File: src/rtl/sp_rp_pkg.sv
package sp_rp_pkg;
    typedef enum logic [1:0] {
        RM_NEAR_EVEN = 2'b00,
        RM_TO_ZERO   = 2'b01,
        RM_DOWN      = 2'b10,
        RM_UP        = 2'b11
    } rmode_e;

    typedef enum logic [1:0] {
        PATH_NORMAL   = 2'b00,
        PATH_OVERFLOW = 2'b01,
        PATH_TINY     = 2'b10
    } path_e;
endpackage

File: src/rtl/sp_rp_incr.sv
module sp_rp_incr
    import sp_rp_pkg::*;
#(
    parameter int GRD_W = 7
) (
    input  logic [1:0]       rmode,
    input  logic             sign,
    output logic [GRD_W-1:0] inc
);
    localparam logic [GRD_W-1:0] HALF = GRD_W'(1) << (GRD_W - 1);
    localparam logic [GRD_W-1:0] FULL = '1;

    // increment selection per mode and sign
    always_comb begin
        unique case (rmode_e'(rmode))
            RM_NEAR_EVEN: inc = HALF;
            RM_TO_ZERO:   inc = '0;
            RM_DOWN:      inc = sign ? FULL : '0;
            RM_UP:        inc = sign ? '0 : FULL;
            default:      inc = '0;
        endcase
    end
endmodule

File: src/rtl/sp_rp_jam_shift.sv
module sp_rp_jam_shift #(
    parameter int W  = 32,
    parameter int AW = 16
) (
    input  logic [W-1:0]  din,
    input  logic [AW-1:0] amt,
    output logic [W-1:0]  dout
);
    logic lost;

    // right shift whose shifted-out ones collapse into bit 0
    always_comb begin
        lost = 1'b0;
        for (int i = 0; i < W; i++) begin
            if (int'(amt) > i) lost = lost | din[i];
        end
        if (int'(amt) >= W - 1) begin
            dout = {{(W-1){1'b0}}, |din};
        end else begin
            dout = (din >> amt) | {{(W-1){1'b0}}, lost};
        end
    end
endmodule

File: src/rtl/sp_rp_pack.sv
module sp_rp_pack #(
    parameter int SIG_W  = 32,
    parameter int GRD_W  = 7,
    parameter int EXP_W  = 16,
    parameter int FRAC_W = 23,
    parameter int WORD_W = 32
) (
    input  logic              sign,
    input  logic [EXP_W-1:0]  exp_eff,
    input  logic [SIG_W-1:0]  sig_eff,
    input  logic [GRD_W-1:0]  inc,
    input  logic              near_even,
    output logic [WORD_W-1:0] word,
    output logic              inexact
);
    localparam logic [GRD_W-1:0] TIE = GRD_W'(1) << (GRD_W - 1);

    logic [SIG_W-1:0]  q;
    logic [EXP_W-1:0]  exp_fin;
    logic              tie;

    always_comb begin
        tie     = (sig_eff[GRD_W-1:0] == TIE);
        inexact = |sig_eff[GRD_W-1:0];
        q       = (sig_eff + SIG_W'(inc)) >> GRD_W;
        if (near_even && tie) q[0] = 1'b0;
        exp_fin = (q == '0) ? '0 : exp_eff;
        // fields summed so a carry reaches the exponent
        word    = ({sign, {(WORD_W-1){1'b0}}})
                + (WORD_W'(exp_fin) << FRAC_W)
                + WORD_W'(q);
    end
endmodule

File: src/rtl/sp_round_pack.sv
module sp_round_pack
    import sp_rp_pkg::*;
#(
    parameter int EXP_W  = 16,
    parameter int EFLD_W = 8,
    parameter int FRAC_W = 23,
    parameter int GRD_W  = 7
) (
    input  logic                          clk,
    input  logic                          rst_n,
    input  logic                          in_valid,
    input  logic                          sign_i,
    input  logic [EXP_W-1:0]              exp_i,
    input  logic [2+FRAC_W+GRD_W-1:0]     sig_i,
    input  logic [1:0]                    rmode_i,
    input  logic                          tiny_before_i,
    output logic                          out_valid,
    output logic [1+EFLD_W+FRAC_W-1:0]    result_o,
    output logic                          ovf_o,
    output logic                          unf_o,
    output logic                          inx_o
);
    localparam int SIG_W   = 2 + FRAC_W + GRD_W;
    localparam int WORD_W  = 1 + EFLD_W + FRAC_W;
    localparam int OVF_EXP = (1 << EFLD_W) - 3;
    localparam logic [EXP_W-1:0] OVF_E = EXP_W'(OVF_EXP);
    localparam logic [WORD_W-2:0] MAG_INF = {{EFLD_W{1'b1}}, {FRAC_W{1'b0}}};
    localparam logic [WORD_W-2:0] MAG_MAX = {{(EFLD_W-1){1'b1}}, 1'b0, {FRAC_W{1'b1}}};

    logic [GRD_W-1:0]  inc;
    logic [SIG_W-1:0]  shifted;
    logic [SIG_W-1:0]  sig_eff;
    logic [EXP_W-1:0]  exp_eff;
    logic [EXP_W-1:0]  amt;
    logic [WORD_W-1:0] word_pk;
    logic              inx_pk;
    logic              special, neg, carry, tiny;
    path_e             path;

    logic [WORD_W-1:0] res_d;
    logic              ovf_d, unf_d, inx_d;

    sp_rp_incr #(.GRD_W(GRD_W)) u_incr (
        .rmode (rmode_i),
        .sign  (sign_i),
        .inc   (inc)
    );

    sp_rp_jam_shift #(.W(SIG_W), .AW(EXP_W)) u_jam (
        .din  (sig_i),
        .amt  (amt),
        .dout (shifted)
    );

    sp_rp_pack #(
        .SIG_W(SIG_W), .GRD_W(GRD_W), .EXP_W(EXP_W),
        .FRAC_W(FRAC_W), .WORD_W(WORD_W)
    ) u_pack (
        .sign      (sign_i),
        .exp_eff   (exp_eff),
        .sig_eff   (sig_eff),
        .inc       (inc),
        .near_even (rmode_e'(rmode_i) == RM_NEAR_EVEN),
        .word      (word_pk),
        .inexact   (inx_pk)
    );

    // Classification: one unsigned compare screens both ends
    always_comb begin
        special = (exp_i >= OVF_E);
        neg     = exp_i[EXP_W-1];
        carry   = |((sig_i + SIG_W'(inc)) >> (SIG_W - 1));
        amt     = -exp_i;
        // below -1 means not all ones when negative
        tiny    = tiny_before_i || (exp_i != '1) || !carry;
        if (special && !neg && ((exp_i != OVF_E) || carry))
            path = PATH_OVERFLOW;
        else if (special && neg)
            path = PATH_TINY;
        else
            path = PATH_NORMAL;
    end

    always_comb begin
        sig_eff = sig_i;
        exp_eff = exp_i;
        res_d   = word_pk;
        ovf_d   = 1'b0;
        unf_d   = 1'b0;
        inx_d   = inx_pk;
        unique case (path)
            PATH_NORMAL: begin
                sig_eff = sig_i;
                exp_eff = exp_i;
            end
            PATH_TINY: begin
                sig_eff = shifted;
                exp_eff = '0;
                unf_d   = tiny && inx_pk;
            end
            PATH_OVERFLOW: begin
                res_d = {sign_i, (inc == '0) ? MAG_MAX : MAG_INF};
                ovf_d = 1'b1;
                inx_d = 1'b1;
            end
            default: begin
                sig_eff = sig_i;
            end
        endcase
    end

    // registered result with valid strobe
    always_ff @(posedge clk or negedge rst_n) begin
        if (!rst_n) begin
            out_valid <= 1'b0;
            result_o  <= '0;
            ovf_o     <= 1'b0;
            unf_o     <= 1'b0;
            inx_o     <= 1'b0;
        end else begin
            out_valid <= in_valid;
            if (in_valid) begin
                result_o <= res_d;
                ovf_o    <= ovf_d;
                unf_o    <= unf_d;
                inx_o    <= inx_d;
            end
        end
    end

    p_ovf_inexact_r4: assert property (@(posedge clk) disable iff (!rst_n)
        ovf_o |-> inx_o);

    p_ovf_word_r4: assert property (@(posedge clk) disable iff (!rst_n)
        ovf_o |-> (result_o[WORD_W-2:0] == MAG_INF || result_o[WORD_W-2:0] == MAG_MAX));

    p_unf_inexact_r7: assert property (@(posedge clk) disable iff (!rst_n)
        unf_o |-> inx_o);

    p_sticky_kept_r6: assert property (@(posedge clk) disable iff (!rst_n)
        (in_valid && path == PATH_TINY && sig_i != '0) |-> (sig_eff != '0));

    p_valid_next_r10: assert property (@(posedge clk) disable iff (!rst_n)
        in_valid |=> out_valid);

    p_hold_r10: assert property (@(posedge clk) disable iff (!rst_n)
        !in_valid |=> (!out_valid && $stable(result_o)));
endmodule

File: config.mk
export PLATFORM = sky130hd
export DESIGN_NAME = sp_round_pack
export DESIGN_NICKNAME = d
export VERILOG_FILES = /design/src/rtl/sp_rp_pkg.sv /design/src/rtl/sp_rp_incr.sv /design/src/rtl/sp_rp_jam_shift.sv /design/src/rtl/sp_rp_pack.sv /design/src/rtl/sp_round_pack.sv
export SDC_FILE = /design/constraint.sdc
export NUM_CORES = 1
export LEC_CHECK = 0
export ABC_AREA = 1
export BUFFER_PORTS_ARGS = -buffer_cell sky130_fd_sc_hd__buf_2
export CORE_ASPECT_RATIO = 1.2
export CORE_MARGIN = 2
export CORE_UTILIZATION = 61
export CTS_CLUSTER_DIAMETER = 30
export CTS_CLUSTER_SIZE = 25
export DETAILED_ROUTE_END_ITERATION = 10
export PLACE_DENSITY = 0.83
export SLEW_MARGIN = 20
export SYNTH_ARGS = -nofsm -noshare
export SYNTH_HDL_FRONTEND = slang
export SYNTH_SLANG_ARGS = --single-unit
File: constraint.sdc
create_clock -name clk -period 1 [get_ports clk]
set_clock_uncertainty 0.2 [all_clocks]
set_input_delay 0.15 -clock clk [delete_from_list [all_inputs] [get_ports clk]]
set_output_delay 0.15 -clock clk [all_outputs]
set_load 0.005 [all_outputs]
==> results of run 1 <==
==> metrics by stage <==
stage	setup slack (ns)	TNS [ns]	hold WS (ns)	instance area, µm²	instances
after global placement	-4.56	-118.15	-0.0829	10900	2000
after floorplan	-4.45	-109.43	-0.346	7700	1426
after detailed placement	-5.11	-131.80	-0.0786	10900	2000
==> logic make-up after synthesis <==
group	count (synthesis)	share of synthesized area, %
AOI/OAI and AO/OA	143	11.2
xor gates and xnor gates	7	0.915
adders and majority gates	20	3.43
buffers and inverters	206	11.5
DFF	36	12.0
muxes	2	0.266
and+or+nand+nor	1012	60.7
==> synth_stat cells, types with 4 or more instances <==
| master | instances |
|---|---|
| a21oi_1 | 37 |
| buf_1 | 7 |
| buf_2 | 18 |
| buf_6 | 6 |
| clkbuf_1 | 17 |
| clkinv_1 | 5 |
| dfrtp_1 | 36 |
| ha_1 | 19 |
| inv_1 | 138 |
| inv_2 | 11 |
| nand2_1 | 539 |
| nand2_2 | 17 |
| nand2_4 | 5 |
| nand3_1 | 157 |
| nand3_2 | 9 |
| nand4_1 | 72 |
| nor2_1 | 159 |
| nor2_2 | 11 |
| nor2_4 | 5 |
| nor3_1 | 12 |
| nor4_1 | 12 |
| o2111ai_1 | 4 |
| o211ai_1 | 17 |
| o21a_1 | 4 |
| o21ai_0 | 45 |
| o21ai_1 | 12 |
| o22ai_1 | 6 |
| xor2_1 | 5 |
==> results.toml, run 1 <==
[outcome]
status = "stopped before the end"
haltStage = "clock tree synthesis"
firstError = "[ERROR DPL-0038] Utilization greater than 100%, impossible to legalize"

[yosys]
yosysWarnings = 0
yosys.area.top_type_share_pct = 26.9
synth_seq_area_share_pct = 12.0
synth_async_sr_flop_share_pct = 100
synth.avg_cell_area_um2 = 5.28
synth_edf_count = 0
ys_ff_latch = 36
ys_types = 51
netlist_instances = 1426
synth_top_area_cell = "nand2_1"
synth_area_leaders = "nand2_1, dfrtp_1, nand3_1, nor2_1, inv_1"
synth_nets = 1501
syn_area_um2 = 7520
synthFlopType = "dfrtp_1"

[clock_network]
htree_levels = 2
cts_setup_buffers = 108
cts_resized = 308
ctsHoldBuffers = 1
cts-root-buf = "clkbuf_16"
numCtsBuffers = 5
cts_sinks = 36
clockBufferDepth = 2

[place]
dp_hpwl_um = 30100
gp_congestion = 1.19
port_buffers = 90

[floorplanning]
die_y_um = 126
initial_core_util_pct = 62.4
die_w_um = 105
rows = 44
pin_count = 91
==> run 2, diff against run 1 <==
CORE_ASPECT_RATIO = unset   (was 1.2)
CORE_UTILIZATION = 40   (was 61)
CTS_CLUSTER_DIAMETER = unset   (was 30)
CTS_CLUSTER_SIZE = unset   (was 25)
PLACE_DENSITY = unset   (was 0.83)
PLACE_DENSITY_LB_ADDON = 0.15   (was unset)
==> run 2 against run 1 <==
Net effect:
- the flow now finishes, with violations (hold timing, setup timing)
- synthesized cell count is the same
- area after synthesis is the same
==> results.toml, run 2 <==
[detailed_routing]
avgRoutedWirePerCell_um = 18.0
route.detailed.drc = 0
vias = 12100
ant_nets = 0
finalWirelength_um = 39800
first_pass_iters = 6
first_iter_violations = 1142
viasPerCell = 5.48

[sta]
finalHoldViolCount = 1
slew_viol_final = 0
setup_slack_ns = -4.70
tns_ns = -122.80
worstMarginPinSlew_ns = 0.500
setup_violations = 71
min_period_ns = 5.70
holdWs_ns = -0.0250
rsz0062_at_grt = "true"
fmax_mhz = 175
relSlewSlack_pct = 66.7
period_share_pct = 570

[final_layout]
largest_register = "result_o"
fill_cells = 1542
largest_reg_flops = 32
drive_gt1_share_pct = 47.5
antenna_cells = 0
instances_no_fill = 2204
final_area_um2 = 13500
fin_nets = 2044
layout_commonest_cell = "buf_4"
syn2layout_area_growth_pct = 79.9
layout_common_cells = "buf_4, nand2_1, nand3_1"

[yosys]
ys_types = 51
yosysWarnings = 0
ys_ff_latch = 36
synth_top_area_cell = "nand2_1"
synth_async_sr_flop_share_pct = 100
netlist_instances = 1426
synth.most_common_cell = "nand2_1"
synth_seq_area_share_pct = 12.0
syn_area_um2 = 7520
synth_edf_count = 0
synthFlopType = "dfrtp_1"
synth_common_cells = "nand2_1, nor2_1, nand3_1"
synth.avg_cell_area_um2 = 5.28
yosys.area.top_type_share_pct = 26.9
synth_nets = 1501
synth_area_leaders = "nand2_1, dfrtp_1, nand3_1, nor2_1, inv_1"

[critical_path]
setup.worst_path.start_class = "input pin"
crit_fanout = 8
slowest_delay_ns = 0.30
end_kind = "flip-flop"
criticalPathCategory = "input pin to flip-flop"
crit_path_top_delay_cell = "ha_1"
worstPathRequired_ns = 0.97
critical_path_arrival_ns = 5.67

[job]
max_cap_violations = 0

[grt]
antenna_found_initial = 0
grt_max_degree = 42
track_usage_pct = 36.6
grt_pass1_wl_um = 58200
gr-total-overflow = 0
grt_pass1_vias = 11000

[power_and_ir_drop]
design_power_total_mw = 8.02
powerDensity_nw_per_um2 = 593
max-vdd-ir-drop_uv = 866
p_leak_nw = 7.02

[floorplanning]
rows = 50
core_area_um2 = 18600
die_y_um = 141
die-area_um2 = 19900
initial_core_util_pct = 40.5
die_w_um = 141
pin_count = 91

[clock_network]
numCtsBuffers = 5
cts-root-buf = "clkbuf_16"
cts_sinks = 36
clockBufferDepth = 2
cts_tree = "yes"
path_clk_slew_ns = 0.05
ctsHoldBuffers = 1
clk_latency_ns = 0.27
htree_levels = 2

[place]
dp_hpwl_um = 29500
gp_congestion = 1.07
dpl_cell_area_um2 = 11300
port_buffers = 90
post-place-cells = 2105

[worst_hold_path]
hp-class = "input pin to flip-flop"

[outcome]
violations = "hold timing, setup timing"
status = "finished with violations"
-- run 2: cell counts after synthesis --
Identical to the previous run, type by type.
-- run 2: power by group --
group,switching [mW],internal (mW)
sequential,0.0776,1.62
clock,0.595,0.917
combinational,2.66,2.15
total,3.33,4.69
-- run 2: logic make-up (layout without fill, tap and decap cells) --
logic type,after synthesis,after routing,synth area share (%)
XOR/XNOR,7,7,0.915
multiplexers,2,2,0.266
buffers and inverters,206,747,11.5
flip-flops,36,36,12.0
AND/OR/NAND/NOR,1012,1015,60.7
AO/OA/AOI/OAI,143,143,11.2
adder cells (fa/ha/maj),20,20,3.43
-- run 2: stage by stage --
stage | hold WS (ns) | setup WS, ns | utilization, %
5_1_grt | -0.0177 | -5.03 | 72.8
4_1_cts | -0.0234 | -4.38 | 67.3
2_1_floorplan | -0.346 | -4.45 | -
3_3_place_gp | -0.0778 | -4.95 | 60.8
3_5_place_dp | -0.0761 | -5.02 | 60.8
6_report | -0.0250 | -4.70 | 72.8
-- run 2: timing repair --
action,CTS,global route
gates cloned,6,1
setup endpoints to repair,71,71
resized for setup,163,202
hold endpoints to repair,37,1
buffers inserted,39,50
pin swaps,90,104
-- run 2: worst max-delay path: cells and delay by family --
kind / cells / cell delay, ns
compound gates: 7 / 0.73
simple gates: 25 / 2.53
buf+inv: 15 / 1.51
fa+ha+maj: 3 / 0.72
-- run 2: path summary, 6_finish.rpt --
path                              start           end  slack [ns]  depth (start not counted)
max                            exp_i[0]  result_o[28]       -4.70                         50
min                            in_valid     out_valid       -0.02                          2
max reg2reg                result_o[25]  result_o[25]       -0.06                          3
min reg2reg                result_o[26]  result_o[26]        0.27                          2
max in group asynchronous         rst_n  result_o[18]        0.23                          3
min in group asynchronous         rst_n  result_o[28]        0.18                          3
-- run 2: metal layers --
layer | GRT usage [%] | share of wire [%] | up-vias
met5 | 0 | 0 | -
met4 | 18.9 | 5.8 | 0
met3 | 2.45 | 6.8 | 160
met2 | 60.9 | 47 | 623
met1 | 47.8 | 41 | 5537
li1 | - | - | 5758
-- run 2: cell type report --
class | count | area, µm² | area share, %
inverter | 154 | 609 | 4.50
tap | 234 | 293 | 2.16
multi-input combinational | 1187 | 7020 | 51.9
timing repair buffer | 585 | 4570 | 33.8
sequential | 36 | 901 | 6.66
clock inverter | 3 | 18.8 | 0.139
clock buffer | 5 | 125 | 0.925
Note: power is estimated with default switching activity, not from simulation.
==> run 3, diff against run 2 <==
CTS_BUF_LIST = sky130_fd_sc_hd__clkbuf_8   (was unset)
CTS_CLUSTER_DIAMETER = 80   (was unset)
==> run 3 against run 2 <==
Net effect:
- the flow still finishes with violations (hold timing, setup timing)
- sequential share of layout area is 0.083 points higher
- sequential power hardly changed
- combinational power is 1% lower
- first-iteration DRC count is 4.4% higher
- via count is 0.72% lower
- global-route usage is 0.39 points higher
- register-to-register slack better by 0.02 ns
- die area stayed put
- worst hold slack worse by 0.0050 ns
- final area is 1.2% lower
- critical endpoint is now result_o[30]
- highest routed layer unchanged
==> results.toml, run 3 (synthesized netlist as in run 2, its figures left out) <==
[outcome]
status = "finished with violations"
violations = "hold timing, setup timing"

[grt]
antenna_found_initial = 0
grt_max_degree = 42
track_usage_pct = 37.0
gr-total-overflow = 0
grt_pass1_vias = 11100
grt_pass1_wl_um = 58700

[clock_network]
cts_tree = "yes"
ctsHoldBuffers = 1
path_clk_slew_ns = 0.07
clockBufferDepth = 2
numCtsBuffers = 5
cts-root-buf = "clkbuf_8"
cts_sinks = 36
clk_latency_ns = 0.29
htree_levels = 2

[detailed_routing]
route.detailed.drc = 0
ant_nets = 0
vias = 12000
first_iter_violations = 1192
viasPerCell = 5.48
finalWirelength_um = 39500
first_pass_iters = 6
avgRoutedWirePerCell_um = 18.0

[final_layout]
syn2layout_area_growth_pct = 77.7
multi_input_area_um2 = 6960
largest_register = "result_o"
largest_reg_flops = 32
layout_common_cells = "nand2_1, buf_4, nand3_1"
seqCellArea_um2 = 901
fin_nets = 2030
fill_cells = 1581
layout_commonest_cell = "nand2_1"
drive_gt1_share_pct = 46.1
antenna_cells = 0

[floorplanning]
initial_core_util_pct = 40.5
die-area_um2 = 19900
die_w_um = 141
pin_count = 91
die_y_um = 141
rows = 50
core_area_um2 = 18600

[worst_hold_path]
hp-class = "input pin to flip-flop"
hold_depth = 2
hold_start = "in_valid"
holdPathEnd = "out_valid"

[sta]
finalHoldViolCount = 1
worstMarginPinSlew_ns = 0.525
holdWs_ns = -0.0300
tns_ns = -122.35
min_period_ns = 5.62
slew_viol_final = 0
relSlewSlack_pct = 65.0
rsz0062_at_grt = "true"
setup_violations = 71
period_share_pct = 562
setup_slack_ns = -4.62
fmax_mhz = 178

[power_and_ir_drop]
max-vdd-ir-drop_uv = 481
p_leak_nw = 6.91
powerDensity_nw_per_um2 = 558

[critical_path]
crit_path_top_delay_cell = "ha_1"
worstPathRequired_ns = 0.98
slowest_delay_ns = 0.30
critical_path_arrival_ns = 5.60
worst_r2r_endpoint = "result_o[28]"
reg2reg_depth = 4
timing.reg2reg.setup_slack_ns = -0.04
r2r_start = "result_o[28]"
criticalPathCategory = "input pin to flip-flop"
critPathLaunch = "exp_i[0]"
end_kind = "flip-flop"
crit_fanout = 8
setup.worst_path.start_class = "input pin"

[place]
port_buffers = 90
dp_hpwl_um = 29500
gp_congestion = 1.07

[job]
max_cap_violations = 0
==> run 3: per-layer routing <==
layer	GRT usage, %	wire length, µm	vias to the layer above
met5	0	0	-
met4	19.4	2400	0
met3	2.41	2520	162
met2	61.8	18400	624
met1	48.1	16100	5466
li1	-	-	5739
==> run 3: critical path, delay by kind of cell <==
kind / cells / cell delay (ns)
adder cells (fa/ha/maj): 3 / 0.71
AO/OA/AOI/OAI: 5 / 0.53
multiplexers: 1 / 0.15
buffers and inverters: 13 / 1.37
AND/OR/NAND/NOR: 27 / 2.67
==> run 3: area by class of cell <==
type / count / area share (%)
clock buffers: 5 / 0.515
clock inverters: 3 / 0.140
inverters: 154 / 4.60
multi-input cells: 1186 / 52.1
flip-flops and latches: 36 / 6.74
well taps: 234 / 2.19
repair buffers: 572 / 33.7
==> run 3: worst max-delay path by stage <==
stage	to	slack, ns	depth (start not counted)
after global routing	result_o[30]	-4.97	50
final	result_o[30]	-4.62	49
after floorplan	result_o[29]	-4.45	51
after detailed placement	result_o[29]	-5.02	48
after CTS	result_o[29]	-4.36	52
after global placement	result_o[30]	-4.95	46
==> run 3: per-stage QoR <==
stage / utilization [%] / setup slack [ns] / power, mW / cells / cell area (µm²)
after CTS: 67.2 / -4.36 / 6.89 / 2165 / 12500
after floorplan: - / -4.45 / 3.40 / 1426 / 7700
final: 71.9 / -4.62 / 7.45 / 2190 / 13400
after global routing: 71.9 / -4.97 / 7.84 / 2190 / 13400
after detailed placement: 60.8 / -5.02 / 5.52 / 2105 / 11300
after global placement: 60.8 / -4.95 / 5.50 / 2105 / 11300
==> run 3: what timing repair did <==
item	4_1_cts	5_1_grt
gates cloned	6	1
pin swaps	82	124
setup endpoints to repair	71	71
endpoints found under the hold margin	37	1
buffers inserted	50	42
gates resized for setup	154	204
==> run 3: where the power goes <==
group	total (mW)	switching (mW)	internal, mW
clock network	1.03	0.542	0.485
registers	1.69	0.0751	1.61
logic	4.74	2.62	2.12
